`src/rtl/spline_dcbias_pkg.sv`:
```
package spline_dcbias_pkg;
  parameter int WORD_W = 16;
  parameter int NUM_WORDS = 9;
  localparam int ACC_W = 3 * WORD_W;

  typedef struct packed {
    logic [NUM_WORDS-1:0] wordWe;
    logic load;
  } ctlStrobes_t;
endpackage

```
`src/rtl/spline_dcbias_ctl.sv`:
```
module spline_dcbias_ctl
  import spline_dcbias_pkg::*;
#(
  parameter int ADDR_W = 4
) (
  input  logic              wrEn,
  input  logic [ADDR_W-1:0] wrAddr,
  input  logic              trig,
  output ctlStrobes_t       strobes
);
  // One-hot word enable per shadow slot; indices past the bank match nothing.
  for (genvar i = 0; i < NUM_WORDS; i++) begin : g_dec
    assign strobes.wordWe[i] = wrEn && (wrAddr == ADDR_W'(i));
  end
  assign strobes.load = trig;
endmodule

```
`src/rtl/spline_dcbias_dp.sv`:
```
module spline_dcbias_dp
  import spline_dcbias_pkg::*;
(
  input  logic                        clk,
  input  logic                        rstN,
  input  ctlStrobes_t                 strobes,
  input  logic [WORD_W-1:0]           wrData,
  output logic [NUM_WORDS*WORD_W-1:0] shadowFlat,
  output logic [WORD_W-1:0]           sample
);
  localparam int ORDERS = 4;

  logic [WORD_W-1:0] shadow [NUM_WORDS];
  logic [ACC_W-1:0]  loadVal [ORDERS];
  logic [ACC_W-1:0]  acc [ORDERS];

  for (genvar i = 0; i < NUM_WORDS; i++) begin : g_shadow
    always_ff @(posedge clk or negedge rstN) begin
      if (!rstN) shadow[i] <= '0;
      else if (strobes.wordWe[i]) shadow[i] <= wrData;
    end
    assign shadowFlat[i*WORD_W +: WORD_W] = shadow[i];
  end

  // Align every order to the common 48-bit format with 32 fractional bits.
  assign loadVal[0] = {shadow[0], {(2*WORD_W){1'b0}}};
  assign loadVal[1] = {shadow[2], shadow[1], {WORD_W{1'b0}}};
  assign loadVal[2] = {shadow[5], shadow[4], shadow[3]};
  assign loadVal[3] = {shadow[8], shadow[7], shadow[6]};

  for (genvar o = 0; o < ORDERS; o++) begin : g_acc
    if (o < ORDERS - 1) begin : g_sum
      always_ff @(posedge clk or negedge rstN) begin
        if (!rstN) acc[o] <= '0;
        else if (strobes.load) acc[o] <= loadVal[o];
        else acc[o] <= acc[o] + acc[o+1];
      end
    end else begin : g_top
      always_ff @(posedge clk or negedge rstN) begin
        if (!rstN) acc[o] <= '0;
        else if (strobes.load) acc[o] <= loadVal[o];
      end
    end
  end

  always_ff @(posedge clk or negedge rstN) begin
    if (!rstN) sample <= '0;
    else sample <= acc[0][ACC_W-1 -: WORD_W];
  end
endmodule

```
`src/rtl/spline_dcbias.sv`:
```
module spline_dcbias
  import spline_dcbias_pkg::*;
(
  input  logic        clk,
  input  logic        rstN,
  input  logic        wrEn,
  input  logic [3:0]  wrAddr,
  input  logic [15:0] wrData,
  input  logic        trig,
  output logic [15:0] sample
);
  ctlStrobes_t strobes;
  logic [NUM_WORDS*WORD_W-1:0] shadowFlat;

  spline_dcbias_ctl #(.ADDR_W(4)) uCtl (
    .wrEn(wrEn), .wrAddr(wrAddr), .trig(trig), .strobes(strobes)
  );

  spline_dcbias_dp uDp (
    .clk(clk), .rstN(rstN), .strobes(strobes), .wrData(wrData),
    .shadowFlat(shadowFlat), .sample(sample)
  );
endmodule

```
`config.mk`:
```
export PLATFORM = sky130hd
export DESIGN_NAME = spline_dcbias
export DESIGN_NICKNAME = d
export VERILOG_FILES = /design/src/rtl/spline_dcbias_pkg.sv /design/src/rtl/spline_dcbias_ctl.sv /design/src/rtl/spline_dcbias_dp.sv /design/src/rtl/spline_dcbias.sv
export SDC_FILE = /design/constraint.sdc
export NUM_CORES = 1
export LEC_CHECK = 0
export CAP_MARGIN = 0
export CELL_PAD_IN_SITES_DETAIL_PLACEMENT = 2
export CELL_PAD_IN_SITES_GLOBAL_PLACEMENT = 2
export CORE_ASPECT_RATIO = 0.7
export CORE_UTILIZATION = 25
export DETAILED_ROUTE_END_ITERATION = 6
export PLACE_DENSITY_LB_ADDON = 0.1
export SYNTH_ARGS = -nofsm -noshare
export SYNTH_HDL_FRONTEND = slang
export SYNTH_SLANG_ARGS = --single-unit
```
`constraint.sdc`:
```
create_clock -name clk -period 3.6 [get_ports clk]
set_input_delay 0.54 -clock clk [delete_from_list [all_inputs] [get_ports clk]]
set_output_delay 0.54 -clock clk [all_outputs]
set_load 0.02 [all_outputs]
```
==> results.yml, run 1 <==
critical_path:
  reg2regPathDepth: 12
  cp.arrival_ns: 3.74
  start_kind: "flip-flop"
  worstReg2RegEnd: "uDp.acc[190]$_DFF_PN0_"
  worst_ep_required_time_ns: 4.06
  r2r_start: "uDp.acc[96]$_DFF_PN0_"
  cp_max_fo: 4
  critPathKind: "flip-flop to flip-flop"
  crit_path_end_kind: "flip-flop"
  r2r_slack_ns: 0.32
synthesis:
  syn_avg_cell_area_sq_um: 9.958
  yosysWarnings: 0
  synth_seq_cells: 352
  synthFlopType: "dfrtp_1"
  synth.distinct_cells: 79
  synthTopCellsByArea: "dfrtp_1, mux2_2, ha_1, a21oi_1, o21ai_0"
  synthCells: 2078
  ys_seq_area_frac: 0.4257
  synth_nets: 2246
  yosys-top-cells-count: "dfrtp_1, nand2_1, mux2_2"
  synthArstFlopShare: 1.000
  synth-edff-count: 0
  synth_top_area_frac: 0.4257
  netlist_area_sq_mm: 0.02069
  synth_top_cell_by_area: "dfrtp_1"
  synth_most_common_cell: "dfrtp_1"
power:
  ir_worst_vdd_mv: 0.3610
  power_leakage_nw: 10.58
  power_density_mw_per_mm2: 1036
final_layout:
  final_core_util: 0.2945
  fin_nets: 2263
  area_delta_synth_final_pct: 15.55
  fillers: 8902
  drive_above_1_share: 0.1570
  finish.instance_area_sq_mm: 0.02391
detailed_routing:
  via_per_inst: 5.021
  antenna_left: 0
  detail_route.wl_per_cell_microns: 23.59
  drtIter0Drc: 757
  drc: 0
  wl_microns: 75550
  num_vias: 16080
  dr.pass1.iters: 5
floorplan:
  row_count: 87
  die_h_microns: 242.7
  start_util: 0.2548
  die_x_microns: 345.9
  coreArea_sq_mm: 0.08121
  boundaryPins: 40
  die_area_sq_mm: 0.08395
cts:
  postCtsSetupRepairBufs: 0
  cts_tree: "yes"
  htreeDepth: 2
  cts_sinks: 352
  cts_buffers: 42
  clk_pin_slew_ns: 0.06
  clkLatencyLatePin_ns: 0.61
  cts_root_buffer: "clkbuf_16"
  clock_path_buffers: 3
timing:
  fin_crit_sh: 0.9113
  finClkSkew_ns: 0.03088
  setup_violations: 0
  period_minus_slack_ns: 3.281
  fmax_ghz: 0.3048
  maxSlewHeadroom: 0.2762
  tightest_slew_ns: 1.082
  tns_ns: 0
  drv_slew: 0
  finalHoldViolCount: 0
  rsz0062_at_grt: "no"
hold_path:
  min_from: "uDp.acc[187]$_DFF_PN0_"
  hold_class: "flip-flop to flip-flop"
  min_delay_path_depth: 0
  min_to: "uDp.sample[11]$_DFF_PN0_"
grt:
  antenna_found_initial: 15
  grt_usage: 0.1805
  grt_pass1_wl_microns: 114200
  grt_max_degree: 79
  grt_pass1_vias: 17150
  grt_overflow: 0
run:
  maxCapViolCount: 0
placed_design:
  portBuffers: 39
  routabilityCongestion: 0.8504
  hpwl_microns: 57490
  placed_cell_area_sq_mm: 0.02237
status:
  status: "finished clean"
==> layout make-up <==
class | instances | area [sq um] | area share
antenna | 7 | 17.52 | 0.0007326
clock buffer | 60 | 1260 | 0.05269
clock inverter | 17 | 247.7 | 0.01036
inverter | 40 | 150.1 | 0.006279
multi-input combinational | 1585 | 11350 | 0.4747
sequential | 352 | 8808 | 0.3684
tap | 1068 | 1336 | 0.05588
timing repair buffer | 74 | 740.7 | 0.03098
==> sequential cells by signal, indices dropped and copies added, names as in the netlist <==
| signal | count |
|---|---|
| uDp.sample | 16 |
| uDp.acc | 192 |
| uDp.shadowFlat | 144 |
==> repair_timing <==
item | CTS | global route
setup endpoints to repair | 0 | 1
gates resized for setup | 0 | 1
hold buffers | 1 | 0
endpoints found under the hold margin | 28 | 0
==> logic make-up after synthesis <==
kind of cell,count (synthesis),share of synthesized area
AND/OR/NAND/NOR,525,0.1178
adder cells (fa/ha/maj),144,0.08816
multiplexers,203,0.1103
buffers and inverters,141,0.02642
flip-flops,352,0.4257
AO/OA/AOI/OAI,594,0.1813
XOR/XNOR,119,0.05037
==> worst max-delay path: stages, from the launching register on <==
cell	delay [ns]
dfrtp_1	0.39
ha_1	0.23
fa_1	0.42
a21oi_1	0.22
o22ai_1	0.18
o31ai_1	0.22
buf_4	0.16
a21oi_1	0.12
o211ai_2	0.30
nand2_1	0.15
a211o_1	0.34
nor4b_1	0.33
a211oi_1	0.09
==> routing by layer <==
| metal | share of wire | wire (microns) | vias up | global-route usage |
|---|---|---|---|---|
| met5 | 0 | 0 | - | 0 |
| met1 | 0.57 | 43120 | 8258 | 0.2989 |
| li1 | - | - | 7570 | - |
| met2 | 0.38 | 28720 | 184 | 0.2388 |
| met3 | 0.032 | 2410 | 70 | 0.02077 |
| met4 | 0.017 | 1297 | 0 | 0.04301 |
==> power breakdown <==
part           internal (mW)  leakage [nW]  total [mW]  switching (mW)
Sequential              5.34          4.35        6.77            1.43
Clock                   2.75         0.738        4.64            1.89
Combinational           5.33          5.49        13.4            8.03
Total                   13.4          10.6        24.8            11.3
==> cells in the final DEF, fill, tap and decap left out, drive strengths merged, types with 6 or more instances in the layout <==
cell type	count
a211o	7
a211oi	19
a21boi	15
a21o	77
a21oi	165
a31oi	23
a41oi	6
and2	8
and3	16
buf	36
clkbuf	60
clkdlybuf4s50	37
clkinv	10
dfrtp	352
diode	7
ha	141
inv	41
mux2	200
nand2	201
nand2b	15
nand3	34
nand4	37
nor2	129
nor2b	18
nor3	28
nor4	8
o211ai	15
o21a	11
o21ai	172
o21bai	30
o31ai	7
xnor2	67
xor2	52
==> worst max path at each step <==
stage,startpoint,end,slack [ns]
after floorplan,uDp.acc[48]$_DFF_PN0_,uDp.acc[140]$_DFF_PN0_,0.64
after global placement,uDp.acc[48]$_DFF_PN0_,uDp.acc[140]$_DFF_PN0_,0.28
after detailed placement,uDp.acc[48]$_DFF_PN0_,uDp.acc[140]$_DFF_PN0_,0.17
after CTS,uDp.acc[48]$_DFF_PN0_,uDp.acc[140]$_DFF_PN0_,0.17
after global routing,uDp.acc[96]$_DFF_PN0_,uDp.acc[190]$_DFF_PN0_,0.08
final,uDp.acc[96]$_DFF_PN0_,uDp.acc[190]$_DFF_PN0_,0.32
==> through the flow <==
step / instances / hold slack, ns / setup slack [ns] / total power, mW
finish: 3203 / 0.3896 / 0.3193 / 24.76
global route: 3196 / 0.4016 / 0.08430 / 26.77
CTS: 3196 / 0.3767 / 0.1743 / 25.03
detailed placement: 3118 / 0.3803 / 0.1651 / 20.15
global placement: 3118 / 0.3813 / 0.2755 / 19.92
floorplan: 2078 / 0.2444 / 0.6435 / 15.63
No activity file was read; power rests on OpenSTA's default activity.
==> run 2: changes to the inputs <==
--- a/config.mk
+++ b/config.mk
@@ -9,7 +9,7 @@
 export CELL_PAD_IN_SITES_DETAIL_PLACEMENT = 2
 export CELL_PAD_IN_SITES_GLOBAL_PLACEMENT = 2
 export CORE_ASPECT_RATIO = 0.7
-export CORE_UTILIZATION = 25
+export CORE_UTILIZATION = 42
 export DETAILED_ROUTE_END_ITERATION = 6
 export PLACE_DENSITY_LB_ADDON = 0.1
 export SYNTH_ARGS = -nofsm -noshare
==> results.yml, run 2 (synthesis gave the netlist of run 1 again) <==
cts:
  cts_tree: "yes"
  cts_sinks: 352
  cts_buffers: 39
  cts_root_buffer: "clkbuf_16"
  htreeDepth: 2
  clock_path_buffers: 3
  clkLatencyLatePin_ns: 0.56
  clk_pin_slew_ns: 0.06
critical_path:
  critPathMostFrequentCell: "a211o_1"
  crit_slowest_cell: "o31ai_2"
  start_kind: "flip-flop"
  r2r_slack_ns: 0.27
  cp_max_fo: 5
  critPathMaxStageDelay_ns: 0.43
  critPathKind: "flip-flop to flip-flop"
  worstPathCellList: "ha_1 -> inv_1 -> fa_1 -> and2b_1 -> o21bai_4 -> a211o_1 -> a211o_1 -> o31ai_2 -> a21oi_2 -> o211ai_4 -> a2111oi_1 -> and3b_1"
  cp.arrival_ns: 3.83
  worst_ep_required_time_ns: 4.09
  path_buf_inv: 1
  worstReg2RegEnd: "uDp.acc[92]$_DFF_PN0_"
  critPathTopFamily: "compound AO/OA/AOI/OAI gates"
  reg2regPathDepth: 12
  crit_path_end_kind: "flip-flop"
  r2r_start: "uDp.acc[0]$_DFFE_PN0P_"
final_layout:
  stdcell_count: 2768
  layout_commonest_cell: "dfrtp_1"
  drive_above_1_share: 0.1539
  fin_nets: 2253
  final_cell_mix: "dfrtp_1, nand2_1, mux2_2"
  regMostFlops: "uDp.acc"
  largest_reg_flops: 192
  area_delta_synth_final_pct: 11.86
  final_core_util: 0.4802
  finish.instance_area_sq_mm: 0.02315
placed_design:
  dp.cells: 2699
  routabilityCongestion: 0.8707
  placed_cell_area_sq_mm: 0.02181
  portBuffers: 39
  post-place-ws_ns: 0.1034
  hpwl_microns: 53230
grt:
  antenna_found_initial: 5
  met1_usage: 0.4486
  grt_pass1_wl_microns: 110900
  gr-max-usage-layer: "met1"
  met2_usage: 0.4283
  grt_max_degree: 130
  grtUsageMet3: 0.04320
  grt_usage: 0.2912
  grt_pass1_vias: 17850
  grt_overflow: 0
timing:
  maxSlewHeadroom: 0.3023
  finClkSkew_ns: 0.02168
  finalHoldViolCount: 0
  fmax_ghz: 0.3001
  drv_slew: 0
  period_minus_slack_ns: 3.332
  tns_ns: 0
  tightest_slew_ns: 1.043
  setup_violations: 0
  setup_ws_ns: 0.2679
  fin_crit_sh: 0.9256
  rsz0062_at_grt: "no"
  holdWs_ns: 0.05287
floorplan:
  start_util: 0.4293
  die_area_sq_mm: 0.05018
  row_count: 67
  boundaryPins: 40
  coreArea_sq_mm: 0.04820
  die_x_microns: 267.3
  die_h_microns: 187.7
detailed_routing:
  wl_microns: 71630
  num_vias: 16470
  drtIter0Drc: 926
  dr.pass1.iters: 5
  antenna_left: 0
  via_per_inst: 5.950
  drc: 0
  detail_route.wl_per_cell_microns: 25.88
power:
  intPower_mw: 13.10
  seqPwrFrac: 0.275
  p_comb_frac: 0.555
  switching_share: 0.4656
  switchingPower_mw: 11.41
  finalPower_mw: 24.51
  power_leakage_nw: 10.45
  ir_worst_vdd_mv: 0.4948
  power_density_mw_per_mm2: 1059
  pwr-share-clk: 0.170
hold_path:
  hold_class: "input port to asynchronous set/reset pin"
status:
  status: "finished clean"
run:
  maxCapViolCount: 0
## run 2: what timing repair did
action,in CTS,in global routing
hold buffers,0,0
endpoints found under the hold margin,0,0
buffers inserted,0,0
resized for setup,0,5
endpoints found under the setup margin,0,9
## run 2: how the worst max path moves through the flow
stage	startpoint	to	slack (ns)	cells past startpoint
5_1_grt	uDp.acc[68]$_DFF_PN0_	uDp.acc[143]$_DFF_PN0_	0.04	10
3_3_place_gp	uDp.acc[96]$_DFF_PN0_	uDp.acc[188]$_DFF_PN0_	0.35	12
4_1_cts	uDp.acc[50]$_DFF_PN0_	uDp.acc[139]$_DFF_PN0_	0.05	10
3_5_place_dp	uDp.acc[96]$_DFF_PN0_	uDp.acc[190]$_DFF_PN0_	0.10	12
2_1_floorplan	uDp.acc[48]$_DFF_PN0_	uDp.acc[140]$_DFF_PN0_	0.64	11
6_report	uDp.acc[0]$_DFFE_PN0P_	uDp.acc[92]$_DFF_PN0_	0.27	12
## run 2: power groups by stage
stage	clock (mW)	sequential (mW)	combinational, mW
global placement	0	6.63	12.6
CTS	4.26	6.68	13.5
detailed placement	0	6.72	13.3
finish	4.17	6.74	13.6
global route	4.39	6.84	15.0
floorplan	0	6.04	9.59
## run 2: layout make-up
class                   instances  area (sq um)
diodes                          1         2.502
clock buffers                  47          1066
clock inverters                21         250.2
fillers                      5004         25060
inverters                      40         150.1
multi-input cells            1585         11370
flip-flops and latches        352          8808
well taps                     655         819.5
repair buffers                 67         684.4
## run 2: per-layer routing
| metal | share of wire | up-vias | wire (microns) |
|---|---|---|---|
| met5 | 0 | - | 0 |
| met4 | 0.018 | 0 | 1288 |
| met3 | 0.044 | 73 | 3167 |
| met2 | 0.43 | 254 | 30590 |
| met1 | 0.51 | 8570 | 36580 |
| li1 | - | 7573 | - |
